**config.mk**
```make
export PLATFORM = sky130hd
export DESIGN_NAME = i2c_addr_sel
export DESIGN_NICKNAME = d
export VERILOG_FILES = /design/src/rtl/i2c_sar_pkg.sv /design/src/rtl/sar_sync.sv /design/src/rtl/sar_bus_events.sv /design/src/rtl/sar_addr_fsm.sv /design/src/rtl/i2c_addr_sel.sv
export SDC_FILE = /design/constraint.sdc
export NUM_CORES = 1
export LEC_CHECK = 0
export ABC_AREA = 1
export BUFFER_PORTS_ARGS = -buffer_cell sky130_fd_sc_hd__buf_4
export CORE_MARGIN = 3
export CORE_UTILIZATION = 45
export CTS_BUF_LIST = sky130_fd_sc_hd__clkbuf_16
export DETAILED_ROUTE_END_ITERATION = 16
export PLACE_DENSITY = 0.63
export SYNTH_ARGS = -nofsm -noshare
export SYNTH_HDL_FRONTEND = slang
export SYNTH_SLANG_ARGS = --single-unit
```
**constraint.sdc**
```tcl
create_clock -name clk -period 2.8 [get_ports clk]
set_input_delay 0.42 -clock clk [delete_from_list [all_inputs] [get_ports clk]]
set_output_delay 0.42 -clock clk [all_outputs]
set_load 0.02 [all_outputs]
```
**src/rtl/i2c_sar_pkg.sv**
```systemverilog
package i2c_sar_pkg;
    typedef enum logic [2:0] {
        ST_IDLE    = 3'd0,
        ST_ADDR    = 3'd1,
        ST_ACKWAIT = 3'd2,
        ST_ACK     = 3'd3,
        ST_SEL     = 3'd4
    } sar_state_e;
endpackage

```
**src/rtl/sar_sync.sv**
```systemverilog
module sar_sync #(
    parameter int WIDTH  = 2,
    parameter int STAGES = 2
) (
    input  logic             clk,
    input  logic             rst_n,
    input  logic [WIDTH-1:0] async_in,
    output logic [WIDTH-1:0] sync_out
);
    // one flop chain per line, reset to the idle-high bus level
    for (genvar w = 0; w < WIDTH; w++) begin : g_line
        logic [STAGES-1:0] chain_d, chain_q;
        always_comb begin
            chain_d = {chain_q[STAGES-2:0], async_in[w]};
        end
        always_ff @(posedge clk or negedge rst_n) begin
            if (!rst_n) chain_q <= '1;
            else        chain_q <= chain_d;
        end
        assign sync_out[w] = chain_q[STAGES-1];
    end
endmodule

```
**src/rtl/sar_bus_events.sv**
```systemverilog
module sar_bus_events (
    input  logic clk,
    input  logic rst_n,
    input  logic scl_s,
    input  logic sda_s,
    output logic scl_rise,
    output logic scl_fall,
    output logic start_det,
    output logic stop_det
);
    typedef struct packed {
        logic scl;
        logic sda;
    } prev_t;

    prev_t prev_d, prev_q;

    always_comb begin
        prev_d.scl = scl_s;
        prev_d.sda = sda_s;
    end

    always_ff @(posedge clk or negedge rst_n) begin
        if (!rst_n) prev_q <= '{scl: 1'b1, sda: 1'b1};
        else        prev_q <= prev_d;
    end

    assign scl_rise  =  scl_s & ~prev_q.scl;
    assign scl_fall  = ~scl_s &  prev_q.scl;
    assign start_det =  scl_s &  prev_q.scl &  prev_q.sda & ~sda_s;
    assign stop_det  =  scl_s &  prev_q.scl & ~prev_q.sda &  sda_s;
endmodule

```
**src/rtl/sar_addr_fsm.sv**
```systemverilog
module sar_addr_fsm
    import i2c_sar_pkg::*;
#(
    parameter int ADDR_W = 7
) (
    input  logic              clk,
    input  logic              rst_n,
    input  logic              scl_rise,
    input  logic              scl_fall,
    input  logic              start_det,
    input  logic              stop_det,
    input  logic              sda_bit,
    input  logic [ADDR_W:0]   own_addr,
    input  logic              ack_en,
    input  logic              irq_clr,
    input  logic              stop_recover,
    output logic              sda_pull,
    output logic              selected,
    output logic              gen_call,
    output logic              rw_dir,
    output logic              irq
);
    localparam int BYTE_W = ADDR_W + 1;
    localparam int CNT_W  = $clog2(BYTE_W);

    typedef struct packed {
        sar_state_e          state;
        logic [CNT_W-1:0]    cnt;
        logic [BYTE_W-1:0]   sreg;
        logic                gc_pend;
        logic                sda_pull;
        logic                selected;
        logic                gen_call;
        logic                rw_dir;
        logic                irq;
    } fsm_t;

    fsm_t cur_q, nxt_d;

    logic [BYTE_W-1:0] byte_new;
    logic              own_hit, gc_hit;

    always_comb begin
        byte_new = {cur_q.sreg[BYTE_W-2:0], sda_bit};
        own_hit  = (byte_new[BYTE_W-1:1] == own_addr[BYTE_W-1:1]);
        gc_hit   = (byte_new == '0) && own_addr[0];
    end

    always_comb begin
        nxt_d     = cur_q;
        nxt_d.irq = cur_q.irq & ~irq_clr;

        unique case (cur_q.state)
            ST_ADDR: begin
                if (scl_rise) begin
                    nxt_d.sreg = byte_new;
                    if (cur_q.cnt == CNT_W'(BYTE_W - 1)) begin
                        nxt_d.cnt     = '0;
                        nxt_d.gc_pend = gc_hit;
                        nxt_d.state   = (ack_en && (own_hit || gc_hit)) ? ST_ACKWAIT : ST_IDLE;
                    end else begin
                        nxt_d.cnt = cur_q.cnt + 1'b1;
                    end
                end
            end
            ST_ACKWAIT: begin
                if (scl_fall) begin
                    nxt_d.sda_pull = 1'b1;
                    nxt_d.state    = ST_ACK;
                end
            end
            ST_ACK: begin
                if (scl_fall) begin
                    nxt_d.sda_pull = 1'b0;
                    nxt_d.selected = 1'b1;
                    nxt_d.irq      = 1'b1;
                    nxt_d.gen_call = cur_q.gc_pend;
                    nxt_d.rw_dir   = cur_q.sreg[0];
                    nxt_d.state    = ST_SEL;
                end
            end
            default: ;
        endcase

        if (start_det || stop_det) begin
            if (cur_q.selected) nxt_d.irq = 1'b1;
            nxt_d.state    = start_det ? ST_ADDR : ST_IDLE;
            nxt_d.cnt      = '0;
            nxt_d.sda_pull = 1'b0;
            nxt_d.selected = 1'b0;
            nxt_d.gen_call = 1'b0;
            nxt_d.gc_pend  = 1'b0;
        end

        if (stop_recover) begin
            nxt_d.state    = ST_IDLE;
            nxt_d.cnt      = '0;
            nxt_d.sda_pull = 1'b0;
            nxt_d.selected = 1'b0;
            nxt_d.gen_call = 1'b0;
            nxt_d.gc_pend  = 1'b0;
            nxt_d.irq      = 1'b0;
        end
    end

    always_ff @(posedge clk or negedge rst_n) begin
        if (!rst_n) begin
            cur_q <= '{state: ST_IDLE, cnt: '0, sreg: '0, gc_pend: 1'b0,
                       sda_pull: 1'b0, selected: 1'b0, gen_call: 1'b0,
                       rw_dir: 1'b0, irq: 1'b0};
        end else begin
            cur_q <= nxt_d;
        end
    end

    assign sda_pull = cur_q.sda_pull;
    assign selected = cur_q.selected;
    assign gen_call = cur_q.gen_call;
    assign rw_dir   = cur_q.rw_dir;
    assign irq      = cur_q.irq;


    recover_chk: assert property (@(posedge clk) disable iff (!rst_n)
        stop_recover |=> (!selected && !sda_pull && !irq));


    irq_clear_src_chk: assert property (@(posedge clk) disable iff (!rst_n)
        $fell(irq) |-> $past(irq_clr || stop_recover));


    sel_raises_irq_chk: assert property (@(posedge clk) disable iff (!rst_n)
        $rose(selected) |-> irq);


    stop_while_sel_chk: assert property (@(posedge clk) disable iff (!rst_n)
        (stop_det && selected && !stop_recover) |=> (irq && !selected));


    ack_before_sel_chk: assert property (@(posedge clk) disable iff (!rst_n)
        sda_pull |-> !selected);
endmodule

```
**src/rtl/i2c_addr_sel.sv**
```systemverilog
module i2c_addr_sel #(
    parameter int ADDR_W      = 7,
    parameter int SYNC_STAGES = 2
) (
    input  logic              clk,
    input  logic              rst_n,
    input  logic              scl_in,
    input  logic              sda_in,
    input  logic [ADDR_W:0]   own_addr,
    input  logic              ack_en,
    input  logic              irq_clr,
    input  logic              stop_recover,
    output logic              sda_pull,
    output logic              scl_pull,
    output logic              selected,
    output logic              gen_call,
    output logic              rw_dir,
    output logic              irq
);
    logic [1:0] line_s;
    logic scl_rise, scl_fall, start_det, stop_det;

    sar_sync #(.WIDTH(2), .STAGES(SYNC_STAGES)) u_sync (
        .clk      (clk),
        .rst_n    (rst_n),
        .async_in ({scl_in, sda_in}),
        .sync_out (line_s)
    );

    sar_bus_events u_events (
        .clk       (clk),
        .rst_n     (rst_n),
        .scl_s     (line_s[1]),
        .sda_s     (line_s[0]),
        .scl_rise  (scl_rise),
        .scl_fall  (scl_fall),
        .start_det (start_det),
        .stop_det  (stop_det)
    );

    sar_addr_fsm #(.ADDR_W(ADDR_W)) u_fsm (
        .clk          (clk),
        .rst_n        (rst_n),
        .scl_rise     (scl_rise),
        .scl_fall     (scl_fall),
        .start_det    (start_det),
        .stop_det     (stop_det),
        .sda_bit      (line_s[0]),
        .own_addr     (own_addr),
        .ack_en       (ack_en),
        .irq_clr      (irq_clr),
        .stop_recover (stop_recover),
        .sda_pull     (sda_pull),
        .selected     (selected),
        .gen_call     (gen_call),
        .rw_dir       (rw_dir),
        .irq          (irq)
    );

    assign scl_pull = irq;


    stretch_hold_chk: assert property (@(posedge clk) disable iff (!rst_n)
        (irq && !irq_clr && !stop_recover) |=> scl_pull);
endmodule

```
After elaboration in Yosys (flattened, before gate mapping)
Cells that the tools add are included.
{ "word_totals": {"reg_bits": 26, "inputBits": 15, "wordCells": 76} }
{ "classes": {"mux": 21, "reduce_logical": 19, "add_sub_neg": 1, "eq_ne": 9, "n_bitwise": 13} }
{ "ops": {"columns": ["operator", "n"], "rows": [
  ["$mux 15", 1],
  ["$reduce_bool 3->1", 5],
  ["$mux 12", 1],
  ["$mux 3", 4],
  ["$mux 4", 3],
  ["$mux 6", 2],
  ["$ne 4x3->1 const B", 3],
  ["$pmux 3 s3", 1],
  ["$and 1x1->1", 8],
  ["$logic_not 8->1", 1],
  ["$reduce_and 2->1", 4],
  ["$eq 7x7->1", 1],
  ["$eq 3x2->1 const B", 2],
  ["$mux 1", 6],
  ["$reduce_and 3->1", 2],
  ["$mux 5", 1],
  ["$not 1->1", 5],
  ["$reduce_and 5->1", 1],
  ["$reduce_bool 5->1", 1],
  ["$ne 4x2->1 const B", 1],
  ["$reduce_bool 4->1", 1],
  ["$add 3x1->3 const B", 1],
  ["$eq 3x1->1 const B", 1],
  ["$eq 3x3->1 const B", 1],
  ["4 further kinds", 6]
]} }

Depth between registers and ports, before layout
{ "depth": {"word_depth": 10, "mapped_depth": 10, "depth_no_buf": 10} }

By module
A second synthesis with hierarchy kept.
{ "hier_totals": {"cells_unflattened": 162, "hier_area_um2": 1268.7} }
{ "modules_own_cells": {"columns": ["mod", "cells_per_inst", "seq_area_each_um2", "n_inst", "area_per_inst_um2"], "rows": [
  ["sar_addr_fsm", 142, 475.5, 1, 1047.3],
  ["sar_sync", 6, 105.1, 1, 120.1],
  ["sar_bus_events", 13, 52.6, 1, 93.8],
  ["i2c_addr_sel", 1, 0.0, 1, 7.5]
]} }

Least setup slack after synthesis
No wires, ideal clock.
{ "synth_path": {"path_kind": "register to register", "from": "reg u_sync.g_line[0].chain_q[1]", "to": "reg u_fsm.cur_q[17] in the netlist's numbering", "path_stages_with_launch": 10, "arrival_ps": 1179, "synth_period_minus_slack_ps": 1299, "n_path_buf": 0, "t_required_ps": 2681, "slack_ps": 1501, "cell_sequence": "dfstp_2 -> inv_1 -> nand2_2 -> a21oi_2 -> nor2_4 -> inv_4 -> nor2_4 -> inv_2 -> nand2_1 -> o21ai_2"} }
{ "synth_via": {"elab_chain_len": 5, "elab_cells_between_ends": 13, "classes_between": "eq/ne (4); mux (3); bitwise (3); reduce/logical (3)"} }
{ "synth_lines": {"columns": ["element", "line", "text"], "rows": [
  ["start, declared", "sar_sync.sv:12", "logic [STAGES-1:0] chain_d, chain_q;"],
  ["start signal, assigned", "sar_sync.sv:18", "else chain_q <= chain_d;"],
  ["$not 1->1", "sar_bus_events.sv:30", "assign start_det = scl_s & prev_q.scl & prev_q.sda & ~sda_s;"],
  ["$and 1x1->1", "sar_bus_events.sv:30", null],
  ["$logic_or 1x1->1 / $mux 1 (equally long branches)", "sar_addr_fsm.sv:85, sar_addr_fsm.sv:87", null],
  ["$ne 4x2->1 (no source line), or another cell as far along", null, null],
  ["$reduce_and 5->1 (no source line) / $mux 6 (equally long branches)", null, null],
  ["end signal, assigned", "sar_addr_fsm.sv:108", "cur_q <= '{state: ST_IDLE, cnt: '0, sreg: '0, gc_pend: 1'b0,"],
  ["end signal, assigned", "sar_addr_fsm.sv:112", "cur_q <= nxt_d;"],
  ["end, declared", "sar_addr_fsm.sv:38", "fsm_t cur_q, nxt_d;"]
]} }
Several ways; a longest one is shown, not always the timed one.
A chain may end at the register's enable or synchronous reset.

Worst setup path after layout
{ "layout_path": {"from": "reg u_sync.g_line[1].chain_q[1]", "to": "reg u_fsm.cur_q[18] in the netlist's numbering"} }
{ "layout_via": {"elab_chain_len": 6, "elab_cells_between_ends": 17, "classes_between": "eq/ne (4); mux (2); bitwise (8); reduce/logical (3)"} }
{ "layout_lines": {"columns": ["element", "line", "text"], "rows": [
  ["start, declared", "sar_sync.sv:12", null],
  ["start signal, assigned", "sar_sync.sv:18", null],
  ["$and 1x1->1", "sar_bus_events.sv:30, sar_bus_events.sv:31", null],
  ["$and 1x1->1 (on tied branches) (2 in a row)", "sar_bus_events.sv:30, sar_bus_events.sv:31", null],
  ["$logic_or 1x1->1", "sar_addr_fsm.sv:85", "if (start_det || stop_det) begin"],
  ["$ne 4x2->1 (no source line), or another cell as far along", null, null],
  ["$reduce_and 5->1 (no source line) / $mux 6 (equally long branches)", null, null]
]} }
Several ways; a longest one is shown, not always the timed one.

==> impl_metrics.ini <==
[global_route]
first_pass_grt_wire_length_mm = 3.98
grt.overflow.total = 0
grt_antenna_before_repair = 0
track_usage_pct = 15.3
maximum_number_of_pins_on_one_net_before_global_route_repair = 26
grt_pass1_vias = 939

[setup_path]
timing.rr.start = u_sync.g_line[1].chain_q[1]$_DFF_PN1_
reg2reg_slack_ps = 1380
cp-end-kind = register
critical_path_peak_fanout = 19
number_of_cells_on_the_worst_reg_to_reg_path = 7
critPathLaunchType = register
timing.critical_path.to = u_fsm.cur_q[18]$_DFFE_PN0P_
cp_data_arrival_time_ps = 1620
cp_data_required_time_ps = 3000
path_class = register to register
r2r_end = u_fsm.cur_q[18]$_DFFE_PN0P_
cp-startpoint = u_sync.g_line[1].chain_q[1]$_DFF_PN1_

[die]
fp-row-count = 18
die_y_um = 59.3
start_util_pct = 49.3
top_level_ports = 21
die-area_um2 = 3510
core_area_um2 = 2590
die_x_um = 59.3

[synth]
synth_seq_area_share_pct = 49.6
synth.distinct_cells = 28
synth_top_area_share_pct = 37.2
mean_instance_size_in_the_synthesized_netlist_um2 = 8.30
synthMostInstantiatedCell = sky130_fd_sc_hd__nand2_1
yosysWarnings = 0
postSynthRegisterBits = 25
asyncSetResetFlopFracSynth_pct = 100
synth-edff-count = 0
postSynthNetCount = 171
post-synth-top-area-cell = sky130_fd_sc_hd__dfrtp_1
synth_top_cells_by_count = sky130_fd_sc_hd__nand2_1, sky130_fd_sc_hd__inv_1, sky130_fd_sc_hd__dfrtp_1
synth_area_leaders = sky130_fd_sc_hd__dfrtp_1, sky130_fd_sc_hd__nand2_1, sky130_fd_sc_hd__dfstp_2, sky130_fd_sc_hd__inv_1, sky130_fd_sc_hd__nor2_1
synthesis.instances = 154
synth_ff_type = sky130_fd_sc_hd__dfrtp_1
mappedNetlistArea_um2 = 1280

[clock_tree]
clockRootBuffer = sky130_fd_sc_hd__clkbuf_16
numClockSinks = 25
post_cts_resized = 0
clock_path_buffers = 2
tritoncts.num_buffers = 3
cts.clk_slew.worst_paths_ps = 60
clk-insertion-delay-late_ps = 260
cts_tree = yes
cts.hold.buffers_added = 0
h-tree-depth = 1
number_of_buffers_inserted_to_repair_setup_after_cts = 0

[detailed_routing]
drc_violations = 0
drt_pre_antenna_iters = 4
ant_nets = 0
drt-vias-per-instance = 4.93
detail_route.iter0.violations = 27
routed_wire_length_per_instance_um = 11.0
totalWireLength_mm = 2.27
detailroute.via_count = 1015

[layout]
fin_nets = 194
finish.cell_count_without_fillers = 206
final_layout_size_suffix_gt1_share_pct = 28.4
diodes = 0
utilization_pct = 59.3
area_grow_syn2layout_pct = 20.2

[timing]
skew_ps = 2.42
finalMaxSlewViolations = 0
max_clock_freq_mhz = 702
final-hold-violation-count = 0
timing.final.setup_violations = 0
setup_repair_after_global_routing_missed_its_margin = no
max_slew_margin_vs_limit_pct = 78.7
final_min_period_over_clock_period_pct = 50.9
layout_min_cycle_time_ps = 1420
setup_tns_ps = 0
layout_setup_ws_ps = 1380
worst-slew-pin-transition_ps = 319

[placement]
gp_congestion = 0.745
port_buffers = 20
detailed_place_hpwl_mm = 1.75
post_place_cells = 202
dp_worst_setup_slack_ps = 1390

[pwr]
power_leakage_nw = 0.811
power_total_mw = 0.779
cellPowerDensity_nw_per_um2 = 508
ir_drop_v = 0.000656

[status]
run_status = completed

[min_path]
worst_hold_path_type = input port to async pin

[run]
max-cap-violations = 0
-- cells by family (layout without fill, tap and decap cells) --
group	after synthesis	in the layout	share of synthesized area (%)
fa+ha+maj	2	2	1.96
simple gates	77	77	30.0
flops	25	25	49.6
buf+inv	30	52	9.40
compound gates	20	20	9.11
-- layout make-up --
type | instances | area (µm²)
Tap cell | 30 | 37.5
Timing Repair Buffer | 20 | 150
Inverter | 28 | 108
Fill cell | 226 | 1050
Clock buffer | 3 | 75.1
Multi-Input combinational cell | 99 | 524
Sequential cell | 25 | 633
Clock inverter | 1 | 7.51
-- flip-flops by register name, indices dropped and copies added (netlist names) --
name / flops
u_events.prev_q: 2
u_sync.g_line.chain_q: 4
u_fsm.gen_call: 1
u_fsm.selected: 1
u_fsm.sda_pull: 1
u_fsm.cur_q: 7
u_fsm.rw_dir: 1
u_fsm.byte_new: 7
u_fsm.irq: 1
-- metal layers --
layer | track usage (%) | up-vias | wire length [µm]
li1 | - | 518 | -
met1 | 19.7 | 466 | 1060
met3 | 4.79 | 7 | 115
met4 | 5.83 | 0 | 41
met2 | 23.9 | 24 | 1060
met5 | 0 | - | 0
-- report_power, final --
part	switching, mW	leakage (nW)	internal (mW)
clock	0.124	0.0371	0.194
sequential	0.0105	0.327	0.377
combinational	0.0438	0.446	0.0311
total	0.178	0.811	0.601
-- through the flow --
stage / area [µm²] / hold slack (ps)
global placement: 1450 / 340
global route: 1540 / 66.1
finish: 1540 / 55.8
floorplan: 1280 / 124
detailed placement: 1450 / 342
CTS: 1540 / 59.1
-- cells in the final DEF (no fill, tap or decap) --
| master | count |
|---|---|
| sky130_fd_sc_hd__nor3b_2 | 1 |
| sky130_fd_sc_hd__nand3_4 | 1 |
| sky130_fd_sc_hd__clkbuf_16 | 3 |
| sky130_fd_sc_hd__inv_4 | 1 |
| sky130_fd_sc_hd__o21bai_1 | 1 |
| sky130_fd_sc_hd__o31ai_1 | 1 |
| sky130_fd_sc_hd__o21ai_1 | 1 |
| sky130_fd_sc_hd__nor2_1 | 12 |
| sky130_fd_sc_hd__o21ai_0 | 8 |
| sky130_fd_sc_hd__nor3_1 | 2 |
| sky130_fd_sc_hd__o22ai_1 | 1 |
| sky130_fd_sc_hd__clkinvlp_4 | 1 |
| sky130_fd_sc_hd__inv_2 | 5 |
| sky130_fd_sc_hd__a211oi_1 | 1 |
| sky130_fd_sc_hd__buf_4 | 20 |
| sky130_fd_sc_hd__dfstp_2 | 6 |
| sky130_fd_sc_hd__inv_1 | 22 |
| sky130_fd_sc_hd__nor2_8 | 1 |
| sky130_fd_sc_hd__nand2_1 | 43 |
| sky130_fd_sc_hd__dfrtp_1 | 19 |
| sky130_fd_sc_hd__a21oi_1 | 5 |
| sky130_fd_sc_hd__nand3_1 | 8 |
| sky130_fd_sc_hd__nor2_4 | 3 |
| sky130_fd_sc_hd__nor2_2 | 1 |
| sky130_fd_sc_hd__ha_1 | 2 |
| sky130_fd_sc_hd__a21oi_2 | 1 |
| sky130_fd_sc_hd__nand2_4 | 1 |
| sky130_fd_sc_hd__nand2_2 | 4 |
| sky130_fd_sc_hd__o21ai_2 | 1 |
-- how the worst min path moves through the flow --
stage          start                            end  slack [ps]  depth (start not counted)
6_report       rst_n       u_fsm.rw_dir$_DFFE_PN0P_          60                          1
5_1_grt        rst_n  u_fsm.byte_new[4]$_DFFE_PN0P_          70                          1
4_1_cts        rst_n  u_fsm.byte_new[4]$_DFFE_PN0P_          60                          1
3_5_place_dp   rst_n  u_fsm.byte_new[6]$_DFFE_PN0P_         340                          1
3_3_place_gp   rst_n  u_fsm.byte_new[7]$_DFFE_PN0P_         340                          1
2_1_floorplan  rst_n  u_fsm.byte_new[1]$_DFFE_PN0P_         120                          0
-- critical path, stage by stage, from the launching register on --
cell                      delay (ps)
sky130_fd_sc_hd__dfstp_2         560
sky130_fd_sc_hd__nand2_2         100
sky130_fd_sc_hd__nor2_8          270
sky130_fd_sc_hd__nand2_4          90
sky130_fd_sc_hd__nand2_2          90
sky130_fd_sc_hd__nor3b_2         150
sky130_fd_sc_hd__nand2_1          60
sky130_fd_sc_hd__nand2_1          50
No activity file was read; power rests on OpenSTA's default activity.
